==> config.mk <==
export PLATFORM = sky130hd
export DESIGN_NAME = lseq_ctrl
export DESIGN_NICKNAME = d
export VERILOG_FILES = /design/src/rtl/lseq_pkg.sv /design/src/rtl/lseq_timer.sv /design/src/rtl/lseq_addr_bus.sv /design/src/rtl/lseq_cal_pulse.sv /design/src/rtl/lseq_ctrl.sv
export SDC_FILE = /design/constraint.sdc
export NUM_CORES = 1
export LEC_CHECK = 0
export BUFFER_PORTS_ARGS = -buffer_cell sky130_fd_sc_hd__buf_4
export CORE_MARGIN = 4
export CORE_UTILIZATION = 25
export CTS_CLUSTER_SIZE = 20
export DETAILED_ROUTE_END_ITERATION = 12
export PLACE_DENSITY = 0.52
export SLEW_MARGIN = 20
export SYNTH_ARGS = -nofsm -noshare
export SYNTH_HDL_FRONTEND = slang
export SYNTH_SLANG_ARGS = --single-unit
==> constraint.sdc <==
create_clock -name clk_i -period 5.8 [get_ports clk_i]
set_clock_uncertainty 0.2 [all_clocks]
set_input_delay 0.58 -clock clk_i [delete_from_list [all_inputs] [get_ports clk_i]]
set_output_delay 0.58 -clock clk_i [all_outputs]
set_load 0.005 [all_outputs]
==> src/rtl/lseq_pkg.sv <==
package lseq_pkg;

   typedef enum logic [3:0] {
      ST_IDLE,
      ST_RD_SU,
      ST_RD_LD,
      ST_RD_SETTLE,
      ST_SIG,
      ST_RST,
      ST_GAP,
      ST_RLVL,
      ST_RS_SU,
      ST_RS_LD,
      ST_RS_PRE,
      ST_RS_RST,
      ST_RS_POST,
      ST_WAIT
   } lseq_state_e;

   typedef enum logic [1:0] {
      OWN_NONE,
      OWN_READ,
      OWN_RESET,
      OWN_COL
   } lseq_owner_e;

   function automatic int unsigned max_u(input int unsigned a, input int unsigned b);
      return (a > b) ? a : b;
   endfunction

endpackage

==> src/rtl/lseq_timer.sv <==
module lseq_timer #(
   parameter int unsigned CNT_W = 8
) (
   input  logic             clk_i,
   input  logic             rst_ni,
   input  logic             load_i,
   input  logic [CNT_W-1:0] load_val_i,
   output logic             zero_o
);

   logic [CNT_W-1:0] cnt_q;

   if (CNT_W < 1) begin : g_bad_width
      $error("lseq_timer: CNT_W must be at least 1");
   end

   always_ff @(posedge clk_i or negedge rst_ni) begin
      if (!rst_ni) begin
         cnt_q <= '0;
      end else if (load_i) begin
         cnt_q <= load_val_i;
      end else if (cnt_q != '0) begin
         cnt_q <= cnt_q - 1'b1;
      end
   end

   assign zero_o = (cnt_q == '0);

endmodule

==> src/rtl/lseq_addr_bus.sv <==
module lseq_addr_bus
   import lseq_pkg::*;
#(
   parameter int unsigned ADDR_W        = 10,
   parameter bit          PIN_MSB_FIRST = 1'b1
) (
   input  lseq_owner_e       owner_i,
   input  logic [ADDR_W-1:0] read_row_i,
   input  logic [ADDR_W-1:0] reset_row_i,
   input  logic [ADDR_W-1:0] col_addr_i,
   output logic [ADDR_W-1:0] pins_o
);

   logic [ADDR_W-1:0] logical;

   if (ADDR_W < 1) begin : g_bad_width
      $error("lseq_addr_bus: ADDR_W must be at least 1");
   end

   always_comb begin
      unique case (owner_i)
         OWN_READ:  logical = read_row_i;
         OWN_RESET: logical = reset_row_i;
         OWN_COL:   logical = col_addr_i;
         default:   logical = '0;
      endcase
   end

   if (PIN_MSB_FIRST) begin : g_reversed
      for (genvar k = 0; k < ADDR_W; k++) begin : g_bit
         assign pins_o[k] = logical[ADDR_W-1-k];
      end
   end else begin : g_straight
      assign pins_o = logical;
   end

endmodule

==> src/rtl/lseq_cal_pulse.sv <==
module lseq_cal_pulse #(
   parameter int unsigned DLY = 10,
   parameter int unsigned WID = 100
) (
   input  logic clk_i,
   input  logic rst_ni,
   input  logic frame_sync_i,
   input  logic accept_i,
   input  logic cal_req_i,
   input  logic sig_i,
   output logic cal_o
);

   localparam int unsigned CW = $clog2((DLY > WID ? DLY : WID) + 1);

   typedef enum logic [1:0] {CP_OFF, CP_DLY, CP_HI} cal_phase_e;

   cal_phase_e    phase_q;
   logic [CW-1:0] cnt_q;
   logic          armed_q;
   logic          pending_q;
   logic          sig_q;
   logic          sig_rise;

   if (DLY < 2) begin : g_bad_dly
      $error("lseq_cal_pulse: DLY must be at least 2");
   end
   if (WID < 1) begin : g_bad_wid
      $error("lseq_cal_pulse: WID must be at least 1");
   end

   assign sig_rise = sig_i && !sig_q;

   always_ff @(posedge clk_i or negedge rst_ni) begin
      if (!rst_ni) begin
         armed_q   <= 1'b1;
         pending_q <= 1'b0;
         sig_q     <= 1'b0;
      end else begin
         sig_q <= sig_i;
         if (frame_sync_i) begin
            armed_q <= 1'b1;
         end else if (accept_i && cal_req_i && armed_q) begin
            armed_q <= 1'b0;
         end
         if (accept_i) begin
            pending_q <= cal_req_i && armed_q;
         end else if (sig_rise) begin
            pending_q <= 1'b0;
         end
      end
   end

   always_ff @(posedge clk_i or negedge rst_ni) begin
      if (!rst_ni) begin
         phase_q <= CP_OFF;
         cnt_q   <= '0;
      end else begin
         unique case (phase_q)
            CP_OFF: begin
               if (sig_rise && pending_q) begin
                  phase_q <= CP_DLY;
                  cnt_q   <= CW'(DLY - 2);
               end
            end
            CP_DLY: begin
               if (cnt_q == '0) begin
                  phase_q <= CP_HI;
                  cnt_q   <= CW'(WID - 1);
               end else begin
                  cnt_q <= cnt_q - 1'b1;
               end
            end
            CP_HI: begin
               if (cnt_q == '0) begin
                  phase_q <= CP_OFF;
               end else begin
                  cnt_q <= cnt_q - 1'b1;
               end
            end
            default: phase_q <= CP_OFF;
         endcase
      end
   end

   assign cal_o = (phase_q == CP_HI);


   cal_needs_arm_chk: assert property (@(posedge clk_i) disable iff (!rst_ni)
      (sig_rise && !pending_q) |=> !cal_o)
      else $error("calibration started without a grant");

endmodule

==> src/rtl/lseq_ctrl.sv <==
module lseq_ctrl
   import lseq_pkg::*;
#(
   parameter int unsigned ADDR_W        = 10,
   parameter bit          PIN_MSB_FIRST = 1'b1,
   parameter int unsigned T_SETUP       = 2,
   parameter int unsigned T_LOAD        = 3,
   parameter int unsigned T_SETTLE      = 360,
   parameter int unsigned T_SR          = 40,
   parameter int unsigned T_RST         = 20,
   parameter int unsigned T_RGAP        = 160,
   parameter int unsigned T_RPRE        = 10,
   parameter int unsigned T_HOLD        = 2,
   parameter int unsigned T_CAL_DLY     = 10,
   parameter int unsigned T_CAL         = 100
) (
   input  logic              clk_i,
   input  logic              rst_ni,
   input  logic              start_i,
   input  logic [ADDR_W-1:0] read_row_i,
   input  logic [ADDR_W-1:0] reset_row_i,
   input  logic              cal_req_i,
   input  logic              frame_sync_i,
   input  logic              col_req_i,
   input  logic [ADDR_W-1:0] col_addr_i,
   input  logic              col_ack_i,
   output logic [ADDR_W-1:0] y_addr_o,
   output logic              y_load_n_o,
   output logic              sample_sig_o,
   output logic              sample_rst_o,
   output logic              row_rst_o,
   output logic              cal_o,
   output logic              busy_o,
   output logic              row_ready_o,
   output logic              col_gnt_o
);

   localparam int unsigned T_MAX = max_u(max_u(max_u(T_SETUP, T_LOAD), max_u(T_SETTLE, T_SR)),
                                         max_u(max_u(T_RST, T_RGAP), max_u(T_RPRE, T_HOLD)));
   localparam int unsigned CNT_W = $clog2(T_MAX + 1);
   localparam int unsigned CAL_SPAN = T_CAL_DLY + T_CAL;
   localparam int unsigned ROW_SPAN = 2 * T_SR + T_RST + T_RGAP;

   // elaboration-time parameter checks
   if (ADDR_W < 1) begin : g_bad_addr
      $error("lseq_ctrl: ADDR_W must be at least 1");
   end
   if (T_SETUP < 1 || T_LOAD < 1 || T_SETTLE < 1 || T_SR < 1) begin : g_bad_read_t
      $error("lseq_ctrl: read-phase durations must be at least 1 cycle");
   end
   if (T_RST < 1 || T_RGAP < 1 || T_RPRE < 1 || T_HOLD < 1) begin : g_bad_reset_t
      $error("lseq_ctrl: reset-phase durations must be at least 1 cycle");
   end
   if (T_CAL_DLY >= T_SR) begin : g_bad_cal_dly
      $error("lseq_ctrl: calibration must rise while the signal sample is high");
   end
   if (CAL_SPAN > ROW_SPAN) begin : g_bad_cal_span
      $error("lseq_ctrl: calibration pulse must end before the reset-level sample ends");
   end

   lseq_state_e       state_q, state_d;
   lseq_owner_e       owner;
   logic              tmr_load;
   logic [CNT_W-1:0]  tmr_val;
   logic              tmr_zero;
   int unsigned       dur_d;
   logic [ADDR_W-1:0] rd_row_q;
   logic [ADDR_W-1:0] rs_row_q;
   logic              ready_q;
   logic              accept;

   assign accept = (state_q == ST_IDLE) && start_i;

   // ---------------- phase sequencing ----------------
   always_comb begin
      state_d = state_q;
      unique case (state_q)
         ST_IDLE:      if (start_i) state_d = ST_RD_SU;
         ST_RD_SU:     if (tmr_zero) state_d = ST_RD_LD;
         ST_RD_LD:     if (tmr_zero) state_d = ST_RD_SETTLE;
         ST_RD_SETTLE: if (tmr_zero) state_d = ST_SIG;
         ST_SIG:       if (tmr_zero) state_d = ST_RST;
         ST_RST:       if (tmr_zero) state_d = ST_GAP;
         ST_GAP:       if (tmr_zero) state_d = ST_RLVL;
         ST_RLVL:      if (tmr_zero) state_d = ST_RS_SU;
         ST_RS_SU:     if (tmr_zero) state_d = ST_RS_LD;
         ST_RS_LD:     if (tmr_zero) state_d = ST_RS_PRE;
         ST_RS_PRE:    if (tmr_zero) state_d = ST_RS_RST;
         ST_RS_RST:    if (tmr_zero) state_d = ST_RS_POST;
         ST_RS_POST: begin
            if (tmr_zero) state_d = (ready_q && !col_ack_i) ? ST_WAIT : ST_IDLE;
         end
         ST_WAIT:      if (col_ack_i) state_d = ST_IDLE;
         default:      state_d = ST_IDLE;
      endcase
   end

   always_comb begin
      unique case (state_d)
         ST_RD_SU, ST_RS_SU: dur_d = T_SETUP;
         ST_RD_LD, ST_RS_LD: dur_d = T_LOAD;
         ST_RD_SETTLE:       dur_d = T_SETTLE;
         ST_SIG, ST_RLVL:    dur_d = T_SR;
         ST_RST, ST_RS_RST:  dur_d = T_RST;
         ST_GAP:             dur_d = T_RGAP;
         ST_RS_PRE:          dur_d = T_RPRE;
         ST_RS_POST:         dur_d = T_HOLD;
         default:            dur_d = 1;
      endcase
      tmr_load = (state_d != state_q);
      tmr_val  = CNT_W'(dur_d - 1);
   end

   lseq_timer #(.CNT_W(CNT_W)) u_timer (
      .clk_i      (clk_i),
      .rst_ni     (rst_ni),
      .load_i     (tmr_load),
      .load_val_i (tmr_val),
      .zero_o     (tmr_zero)
   );

   always_ff @(posedge clk_i or negedge rst_ni) begin
      if (!rst_ni) begin
         state_q  <= ST_IDLE;
         rd_row_q <= '0;
         rs_row_q <= '0;
         ready_q  <= 1'b0;
      end else begin
         state_q <= state_d;
         if (accept) begin
            rd_row_q <= read_row_i;
            rs_row_q <= reset_row_i;
         end
         if (state_q == ST_RLVL && tmr_zero) begin
            ready_q <= 1'b1;
         end else if (col_ack_i) begin
            ready_q <= 1'b0;
         end
      end
   end

   // ---------------- strobe decode ----------------
   assign y_load_n_o   = !(state_q == ST_RD_LD || state_q == ST_RS_LD);
   assign sample_sig_o = (state_q == ST_SIG);
   assign sample_rst_o = (state_q == ST_RLVL);
   assign row_rst_o    = (state_q == ST_RST) || (state_q == ST_RS_RST);
   assign busy_o       = (state_q != ST_IDLE);
   assign row_ready_o  = ready_q;

   // ---------------- address bus ownership ----------------
   always_comb begin
      unique case (state_q)
         ST_RD_SU, ST_RD_LD, ST_RD_SETTLE, ST_SIG, ST_RST, ST_GAP, ST_RLVL:
            owner = OWN_READ;
         ST_RS_SU, ST_RS_LD, ST_RS_PRE, ST_RS_RST, ST_RS_POST:
            owner = OWN_RESET;
         default:
            owner = col_req_i ? OWN_COL : OWN_NONE;
      endcase
   end

   assign col_gnt_o = (owner == OWN_COL);

   lseq_addr_bus #(.ADDR_W(ADDR_W), .PIN_MSB_FIRST(PIN_MSB_FIRST)) u_bus (
      .owner_i     (owner),
      .read_row_i  (rd_row_q),
      .reset_row_i (rs_row_q),
      .col_addr_i  (col_addr_i),
      .pins_o      (y_addr_o)
   );

   lseq_cal_pulse #(.DLY(T_CAL_DLY), .WID(T_CAL)) u_cal (
      .clk_i        (clk_i),
      .rst_ni       (rst_ni),
      .frame_sync_i (frame_sync_i),
      .accept_i     (accept),
      .cal_req_i    (cal_req_i),
      .sig_i        (sample_sig_o),
      .cal_o        (cal_o)
   );

   // ---------------- assertions ----------------

   addr_hold_in_load_chk: assert property (@(posedge clk_i) disable iff (!rst_ni)
      (!y_load_n_o && $past(!y_load_n_o)) |-> $stable(y_addr_o))
      else $error("address moved while load strobe was low");


   addr_hold_after_load_chk: assert property (@(posedge clk_i) disable iff (!rst_ni)
      $rose(y_load_n_o) |-> $stable(y_addr_o))
      else $error("address moved as load strobe rose");


   no_strobe_overlap_chk: assert property (@(posedge clk_i) disable iff (!rst_ni)
      $countones({sample_sig_o, sample_rst_o, row_rst_o}) <= 1)
      else $error("row strobes overlap");


   reset_follows_sig_chk: assert property (@(posedge clk_i) disable iff (!rst_ni)
      $fell(sample_sig_o) |-> row_rst_o)
      else $error("row reset did not follow the signal sample");


   ready_after_rlvl_chk: assert property (@(posedge clk_i) disable iff (!rst_ni)
      $rose(row_ready_o) |-> $past(sample_rst_o))
      else $error("row ready rose without a reset-level sample");


   cal_inside_sig_chk: assert property (@(posedge clk_i) disable iff (!rst_ni)
      $rose(cal_o) |-> sample_sig_o)
      else $error("calibration rose outside the signal sample");


   grant_quiet_bus_chk: assert property (@(posedge clk_i) disable iff (!rst_ni)
      col_gnt_o |-> (y_load_n_o && !row_rst_o))
      else $error("bus granted during a load or reset");

endmodule

# Word-level counts from Yosys, hierarchy flattened
# Memory sizes are Yosys's and may differ from the RTL's.
# Cells that the tools add are included.
[word_totals]
ff_bits = 46
word_cells = 100
output_inout_bits = 18
in_bits = 37
rom_bits = 144
memories = 1
[memory_table]
columns = ["name", "words", "width", "rd", "rd_clocked_by_memory_dff", "write_ports", "line_no", "source"]
rows = [
  ["(name not given)", 16, 9, 1, 0, 0, "lseq_ctrl.sv:99", "unique case (state_d)"],
]
[classes]
reduce_logical = 28
addsub = 3
eq_ne = 23
mux = 35
[op_table]
columns = ["cell", "n"]
rows = [
  ["$mux 4", 15],
  ["$pmux 4 s14", 1],
  ["$pmux 10 s3", 1],
  ["$eq 4x4->1 const B", 6],
  ["$mux 7", 3],
  ["$pmux 7 s3", 1],
  ["$mux 9", 2],
  ["$sub 9x1->9 const B", 2],
  ["$eq 4x3->1 const B", 4],
  ["$logic_not 9->1", 1],
  ["$reduce_bool 9->1", 1],
  ["$eq 4x2->1 const B", 2],
  ["$logic_and 1x1->1", 8],
  ["$mux 2", 4],
  ["$reduce_bool 2->1", 4],
  ["$logic_not 7->1", 1],
  ["$reduce_or 7->1", 1],
  ["$sub 7x1->7 const B", 1],
  ["$eq 2x2->1 const B", 3],
  ["$mux 1", 6],
  ["$ne 2x1->1 const B", 3],
  ["$pmux 2 s3", 1],
  ["$reduce_and 3->1", 2],
  ["$reduce_or 5->1", 1],
  ["11 further kinds", 15],
]

# Depth between registers and ports, before layout
# Gate-level depths: netlist (run 1).
# An unclocked memory read counts as a cell.
[depth]
word_depth = 8
mapped_depth = 16
mapped_depth_nobuf = 14

# Cells and area by module
# A second synthesis (run 1) with hierarchy kept.
[unflattened]
cells_unflattened = 326
area_unflattened_um2 = 3135.5
[by_module_without_submodules]
columns = ["module", "seq_area_each_um2", "cells_each", "instances", "area_each_um2"]
rows = [
  ["lseq_ctrl", 625.6, 167, 1, 1607.8],
  ["lseq_cal_pulse", 301.5, 78, 1, 763.2],
  ["lseq_timer", 225.2, 57, 1, 534.3],
  ["lseq_addr_bus", 0.0, 24, 1, 230.2],
]

# Worst setup path before layout (run 1)
# Ideal clock, no wire load.
[synth_path]
kind = "register to register"
from = "register u_timer.cnt_q[1]"
to = "register u_timer.cnt_q[4]"
period_less_slack_ns = 3.551
n_path_buf = 0
setup_ns = 0.136
setup_slack_ns = 2.249
stages_incl_launch_ff = 15
required_time_ns = 5.464
t_arrival_ns = 3.215
path_cell_list = "dfrtp_1 > or4_4 > nor3_1 > o311ai_0 > or2_2 > inv_1 > ha_1 > mux2_2 > o211ai_2 > mux2i_1 > ha_1 > o21ai_1 > or2_1 > a21o_1 > o311ai_1"
[synth_via]
elab_chain_len = 6
elab_cells_between_ends = 22
classes_between = "2 x add/sub; 1 x eq/ne; 15 x mux; 3 x reduce/logical; 1 x memory"
[synth_lines]
columns = ["element", "line_no", "source"]
rows = [
  ["start, declared", "lseq_timer.sv:11", "logic [CNT_W-1:0] cnt_q;"],
  ["start signal, assigned", "lseq_timer.sv:21", "cnt_q <= load_val_i;"],
  ["start signal, assigned", "lseq_timer.sv:23", "cnt_q <= cnt_q - 1'b1;"],
  ["$logic_not 9->1 *", "lseq_timer.sv:27", "assign zero_o = (cnt_q == '0);"],
  ["$mux 4, or another cell as far along", "lseq_ctrl.sv:91", "if (tmr_zero) state_d = (ready_q && !col_ack_i) ? ST_WAIT : ST_IDLE;"],
  ["$pmux 4 s14 *", "lseq_ctrl.sv:77", "unique case (state_q)"],
  ["net state_d[0]", "lseq_ctrl.sv:61", "lseq_state_e state_q, state_d;"],
  ["$mem_v2 16x9", "n/a", ""],
  ["$sub 9x1->9", "lseq_ctrl.sv:111", "tmr_val = CNT_W'(dur_d - 1);"],
  ["$mux 9", "lseq_timer.sv:20", "end else if (load_i) begin"],
]
# The timed path passes the listed nets; every way through them passes the cells marked *. The select of a mux whose other input is x is not followed.
# A chain may end at the register's enable or synchronous reset.

# Final worst setup path (run 1)
[layout_path]
from = "register state_q[3]"
to = "register u_timer.cnt_q[4]"
[layout_via]
elab_chain_len = 5
elab_cells_between_ends = 34
classes_between = "1 x add/sub; 14 x eq/ne; 16 x mux; 2 x reduce/logical; 1 x memory"
[layout_lines]
columns = ["element", "line_no", "source"]
rows = [
  ["start, declared", "lseq_ctrl.sv:61", ""],
  ["start signal, assigned", "lseq_ctrl.sv:129", "state_q <= state_d;"],
  ["$eq 4x4->1, or another cell as far along", "lseq_ctrl.sv:77", ""],
  ["$pmux 4 s14", "lseq_ctrl.sv:77", ""],
  ["$mem_v2 16x9", "n/a", ""],
  ["$sub 9x1->9", "lseq_ctrl.sv:111", ""],
  ["$mux 9", "lseq_timer.sv:20", ""],
]
# Parallel ways exist; a longest one is shown, timed or not.

==> flow_metrics.py, run 1 <==
metrics = {
    "synth": {
        "synthFlopType": "dfrtp_1",
        "yosys-top-cells-count": "nand2_1, dfrtp_1, nor2_1, a21oi_1, o21ai_0",
        "synthTopCellsByArea": "dfrtp_1, nand2_1, nor2_1",
        "synthCells": 362,
        "yosys_warnings": 0,
        "syn_nets": 409,
        "yosysSeqAreaShare_pct": 38.3,
        "post-synth-top-area-cell": "dfrtp_1",
        "synthArstFlopShare_pct": 100,
        "synth_area_sq_mm": 0.00301,
        "yosys_register_bits": 46,
        "synth_top_area_share_pct": 37.4,
        "synth-edff-count": 0,
        "synth.most_common_cell": "nand2_1",
        "avgSynthCellArea_sq_um": 8.31,
        "netlist-cell-type-count": 71,
    },
    "cts": {
        "cts_buffers": 5,
        "clkTransAtPathRegs_ps": 70,
        "cts.hold.buffers_added": 0,
        "clkLatencyLatePin_ps": 290,
        "root_buffer": "clkbuf_16",
        "postCtsSetupRepairBufs": 0,
        "cts_resized": 0,
        "cts_tree": "yes",
        "cts_sinks": 46,
        "h-tree-depth": 2,
        "cts.path.max_buffers": 2,
    },
    "timing": {
        "worstMarginPinSlew_ps": 933,
        "slew_headroom_pct": 37.3,
        "rsz0062_at_grt": "no",
        "setup_tns_ps": 0,
        "finalHoldViolCount": 0,
        "min_period_over_period_pct": 73.0,
        "slew_violations": 0,
        "setup_viol": 0,
        "fmax_mhz": 236,
        "post-route-min-period_ps": 4230,
        "setup_ws_ps": 1570,
    },
    "critical_path": {
        "cp_num_buf_inv": 2,
        "critical-path-top-delay-family": "compound AO/OA/AOI/OAI gates",
        "crit_fanout": 23,
        "r2r_end": "u_timer.cnt_q[4]",
        "crit_chain": "nor4_4 -> nand2_1 -> o211ai_1 -> a211oi_4 -> inv_2 -> mux2_4 -> inv_1 -> ha_1 -> o21ai_1 -> or2_1 -> a21o_1 -> o311ai_1",
        "r2r_start": "state_q[3]",
        "worstPathArrival_ps": 4230,
        "r2r_cells": 12,
        "endpoint_kind": "flop",
        "r2r_setup_slack_ps": 1570,
        "cp_slowest_cell": "a211oi_4",
        "max_stage_delay_ps": 720,
        "cp.required_ps": 5790,
        "critPathLaunchType": "flop",
        "critPathKind": "flop to flop",
    },
    "place": {
        "dpl_cell_area_sq_mm": 0.00351,
        "pre_cts_ws_ps": 1540,
        "gp_congestion": 0.845,
        "io_buffer_count": 54,
        "hpwlAfterDp_um": 6160,
        "dp.cells": 544,
    },
    "die": {
        "num_rows": 39,
        "coreArea_sq_mm": 0.0116,
        "die_area_sq_mm": 0.0139,
        "num_io_pins": 55,
        "start_util_pct": 25.9,
        "die-height_um": 118,
        "die_w_um": 118,
    },
    "worst_hold_path": {
        "hp-class": "input port to asynchronous set/reset pin",
    },
    "layout": {
        "final_cells": 552,
        "nets": 455,
        "n_antenna_cell": 0,
        "finalCoreUtilization_pct": 31.5,
        "area_delta_synth_final_pct": 21.7,
        "final_area_sq_mm": 0.00366,
        "drive_gt1_share_pct": 23.0,
    },
    "grt": {
        "grtUsageMet3_pct": 2.16,
        "grt_pass1_wl_um": 13900,
        "grt_pass1_vias": 2707,
        "use_met1_pct": 16.5,
        "overflow": 0,
        "met2_usage_pct": 20.0,
        "antenna_found_initial": 0,
        "gr-max-usage-layer": "met2",
        "grtUsageTotal_pct": 12.2,
        "grt_max_degree": 47,
    },
    "route": {
        "drtIter0Drc": 267,
        "viasPerCell": 5.00,
        "wl_per_cell_um": 15.0,
        "drcViolationCount": 0,
        "antenna_left": 0,
        "via_count": 2760,
        "wirelength_um": 8290,
        "dr.pass1.iters": 7,
    },
    "status": {
        "status": "finished clean",
    },
    "power": {
        "cellLeakagePower_nw": 1.79,
        "power.density_mw_per_mm2": 176,
        "peakVddDrop_mv": 0.108,
    },
    "run": {
        "cap_violations": 0,
    },
}
layout by cell type, fill, tap and decap left out, drive strengths merged, types with 7 or more instances in the layout:
| cell type | count |
|---|---|
| inv | 15 |
| or2 | 7 |
| a21oi | 18 |
| buf | 55 |
| ha | 10 |
| nand2 | 89 |
| nor3 | 11 |
| nand3 | 7 |
| clkbuf | 7 |
| a222oi | 9 |
| o21ai | 16 |
| dfrtp | 45 |
| nor2 | 43 |
worst reg2reg max path, cell delays in order (launching register included):
cell	delay (ps)
dfrtp_1	710
nor4_4	130
nand2_1	630
o211ai_1	280
a211oi_4	720
inv_2	210
mux2_4	370
inv_1	70
ha_1	170
o21ai_1	110
or2_1	280
a21o_1	180
o311ai_1	70
cell families (layout without fill, tap and decap cells):
| group | count (synthesis) | after routing | share of synthesized area [%] |
|---|---|---|---|
| AND/OR/NAND/NOR | 187 | 187 | 29.6 |
| AO/OA/AOI/OAI | 78 | 78 | 19.3 |
| flip-flops | 46 | 46 | 38.3 |
| buffers and inverters | 30 | 77 | 4.78 |
| adder cells (fa/ha/maj) | 10 | 10 | 4.16 |
| multiplexers | 7 | 7 | 2.66 |
| XOR/XNOR | 4 | 4 | 1.16 |
per-stage QoR:
stage                     total power [mW]  hold slack (ps)
final                                0.646             93.9
after CTS                            0.662              125
after floorplan                      0.328             84.4
after global placement               0.355              261
after detailed placement             0.355              263
after global routing                 0.677              152
power by group:
group	internal [mW]	switching (mW)	total [mW]
clock	0.173	0.124	0.298
combinational	0.0157	0.0114	0.0271
sequential	0.321	0.0000000000000000314	0.321
how the worst max path moves through the flow:
stage	to	from	slack, ps	depth (start not counted)
floorplan	u_timer.cnt_q[4]	u_timer.cnt_q[1]	2250	14
global placement	u_timer.cnt_q[4]	state_q[3]	1680	12
detailed placement	u_timer.cnt_q[4]	state_q[3]	1540	12
CTS	u_timer.cnt_q[4]	state_q[3]	1520	12
global route	u_timer.cnt_q[4]	state_q[2]	1150	14
finish	u_timer.cnt_q[4]	state_q[3]	1570	12
sequential cells by signal, summed over array words and instances, names as in the netlist:
register,cells
u_timer.cnt_q,9
u_cal.armed_q,1
state_q,4
rd_row_q,10
u_cal.sig_q,1
u_cal.pending_q,1
rs_row_q,10
u_cal.cnt_q,7
row_ready_o,1
u_cal.phase_q,2
area by class of cell:
cell class              count  area [sq um]
multi-input cells         286          1710
well taps                 143           179
clock inverters             1          8.76
inverters                  14          52.6
clock buffers               7           143
flip-flops and latches     46          1150
fillers                  1246          7950
repair buffers             55           413
per-layer routing:
metal,part of all wire (%),vias to the layer above
li1,-,1368
met1,49,1330
met2,47,57
met3,3.0,5
met4,1.1,0
met5,0,-
No activity file was read; power rests on OpenSTA's default activity.
==> inputs of run 2 (changes only) <==
--- a/config.mk
+++ b/config.mk
@@ -10,7 +10,7 @@
 export CORE_UTILIZATION = 25
 export CTS_CLUSTER_SIZE = 20
 export DETAILED_ROUTE_END_ITERATION = 12
-export PLACE_DENSITY = 0.52
+export PLACE_DENSITY = 0.54
 export SLEW_MARGIN = 20
 export SYNTH_ARGS = -nofsm -noshare
 export SYNTH_HDL_FRONTEND = slang
==> constraint.sdc (replaced) <==
create_clock -name clk_i -period 3.8 [get_ports clk_i]
set_clock_uncertainty 0.2 [all_clocks]
set_input_delay 0.38 -clock clk_i [delete_from_list [all_inputs] [get_ports clk_i]]
set_output_delay 0.38 -clock clk_i [all_outputs]
set_load 0.005 [all_outputs]
==> run 2 against run 1 <==
Effect of this change:
- clock power increased by 50%
- utilization up 1.2 points
- sequential cell count unchanged
- largest power group unchanged
- highest routed layer unchanged
- power rose by 51%
- design area up 3.8%
==> flow_metrics.py, run 2 (synthesized netlist as in run 1, its figures left out) <==
metrics = {
    "timing": {
        "fmax_mhz": 283,
        "min_period_over_period_pct": 92.8,
        "slew_headroom_pct": 46.2,
        "post-route-min-period_ps": 3530,
        "finalHoldViolCount": 0,
        "setup_viol": 0,
        "rsz0062_at_grt": "no",
        "slew_violations": 0,
        "worstMarginPinSlew_ps": 803,
    },
    "grt": {
        "grt_pass1_vias": 2881,
        "overflow": 0,
        "grtUsageTotal_pct": 12.4,
        "grt_max_degree": 47,
        "antenna_found_initial": 0,
        "grt_pass1_wl_um": 14400,
    },
    "layout": {
        "n_antenna_cell": 0,
        "multiInputGateArea_sq_mm": 0.00173,
        "nets": 471,
        "area_delta_synth_final_pct": 26.3,
        "top_regs": "rd_row_q: 10 flops, rs_row_q: 10 flops, u_timer.cnt_q: 9 flops",
        "final_cell_mix": "nand2_1, buf_4, dfrtp_1",
        "regArea_sq_mm": 0.00115,
        "final_common_cell": "nand2_1",
        "nFillCells": 1226,
        "finalCoreUtilization_pct": 32.7,
        "final_area_sq_mm": 0.00380,
        "drive_gt1_share_pct": 26.8,
    },
    "cts": {
        "root_buffer": "clkbuf_16",
        "clkTransAtPathRegs_ps": 80,
        "cts.path.max_buffers": 2,
        "h-tree-depth": 2,
        "cts_sinks": 46,
        "postCtsSetupRepairBufs": 0,
        "cts_buffers": 5,
        "clkLatencyLatePin_ps": 290,
        "cts_tree": "yes",
    },
    "critical_path": {
        "worstPathArrival_ps": 3500,
        "crit_chain": "or4_4 -> nor3_4 -> o311ai_1 -> or2_2 -> inv_1 -> ha_1 -> mux2_2 -> o211ai_2 -> mux2i_1 -> ha_1 -> o21ai_2 -> or2_1 -> a21o_1 -> o311ai_1",
        "cp.required_ps": 3770,
        "critPathLaunchType": "flop",
        "cp_slowest_cell": "or4_4",
        "endpoint_kind": "flop",
        "critPathKind": "flop to flop",
        "max_stage_delay_ps": 580,
        "crit_fanout": 4,
    },
    "place": {
        "dpl_cell_area_sq_mm": 0.00362,
        "gp_congestion": 0.901,
        "hpwlAfterDp_um": 6220,
        "io_buffer_count": 54,
    },
    "die": {
        "die_w_um": 118,
        "num_io_pins": 55,
        "coreArea_sq_mm": 0.0116,
        "die-height_um": 118,
        "num_rows": 39,
        "start_util_pct": 25.9,
        "die_area_sq_mm": 0.0139,
    },
    "route": {
        "antenna_left": 0,
        "via_count": 2856,
        "wl_per_cell_um": 14.9,
        "drtIter0Drc": 220,
        "viasPerCell": 5.03,
        "wirelength_um": 8460,
        "dr.pass1.iters": 6,
        "drcViolationCount": 0,
    },
    "status": {
        "status": "finished clean",
    },
    "power": {
        "cellLeakagePower_nw": 1.87,
        "power.density_mw_per_mm2": 257,
        "peakVddDrop_mv": 0.136,
    },
    "run": {
        "cap_violations": 0,
    },
    "worst_hold_path": {
        "hp-class": "input port to flop",
    },
}
## run 2: final timing paths
| path | from | to | slack, ps | depth (start not counted) |
|---|---|---|---|---|
| max | u_timer.cnt_q[1] | u_timer.cnt_q[4] | 270 | 14 |
| min | frame_sync_i | u_cal.armed_q | 70 | 2 |
| max reg2reg | u_timer.cnt_q[1] | u_timer.cnt_q[4] | 270 | 14 |
| min reg2reg | rs_row_q[3] | rs_row_q[3] | 280 | 2 |
| max in group asynchronous | rst_ni | u_timer.cnt_q[1] | 2470 | 2 |
| min in group asynchronous | rst_ni | row_ready_o | 450 | 2 |
## run 2: area by class of cell
class	instances	area share [%]
Multi-Input combinational cell	286	45.6
Sequential cell	46	30.4
Timing Repair Buffer	71	14.1
Tap cell	143	4.71
Clock buffer	5	3.29
Inverter	14	1.38
Clock inverter	3	0.560
## run 2: timing repair
action | in CTS | in global routing
hold buffers | 1 | 0
resized for setup | 1 | 5
setup endpoints to repair | 1 | 5
pin swaps | 0 | 2
hold endpoints to repair | 45 | 0
## run 2: worst max-delay path, delay by kind of cell, from the launching register on
kind,cells,cell delay [ps]
flip-flops,1,440
adder cells (fa/ha/maj),2,460
AND/OR/NAND/NOR,4,1270
AO/OA/AOI/OAI,5,580
multiplexers,2,360
buffers and inverters,1,100
## run 2: metal layers
metal  share of wire (%)  vias to the layer above  track usage (%)
met3                 6.0                        2             3.32
met5                   0                        -                0
met4                0.32                        0             1.98
met1                  46                     1378             16.5
met2                  48                       81             20.4
li1                    -                     1395                -
## run 2: stage by stage
stage | hold WS (ps) | worst slack [ps] | instances | setup TNS, ps | power (mW)
floorplan | -116 | 249 | 362 | 0 | 0.500
global placement | 249 | 140 | 559 | 0 | 0.541
detailed placement | 257 | -13.1 | 559 | -13.1 | 0.541
CTS | 70.3 | 71.8 | 568 | 0 | 0.995
global route | 72.9 | 10.8 | 568 | 0 | 1.02
finish | 69.7 | 272 | 568 | 0 | 0.978
## run 2: where the power goes
group | internal [mW] | switching, mW | leakage [nW]
Combinational | 0.0246 | 0.0174 | 1.21
Sequential | 0.489 | 0.0000000000000000514 | 0.598
Clock | 0.244 | 0.202 | 0.0698
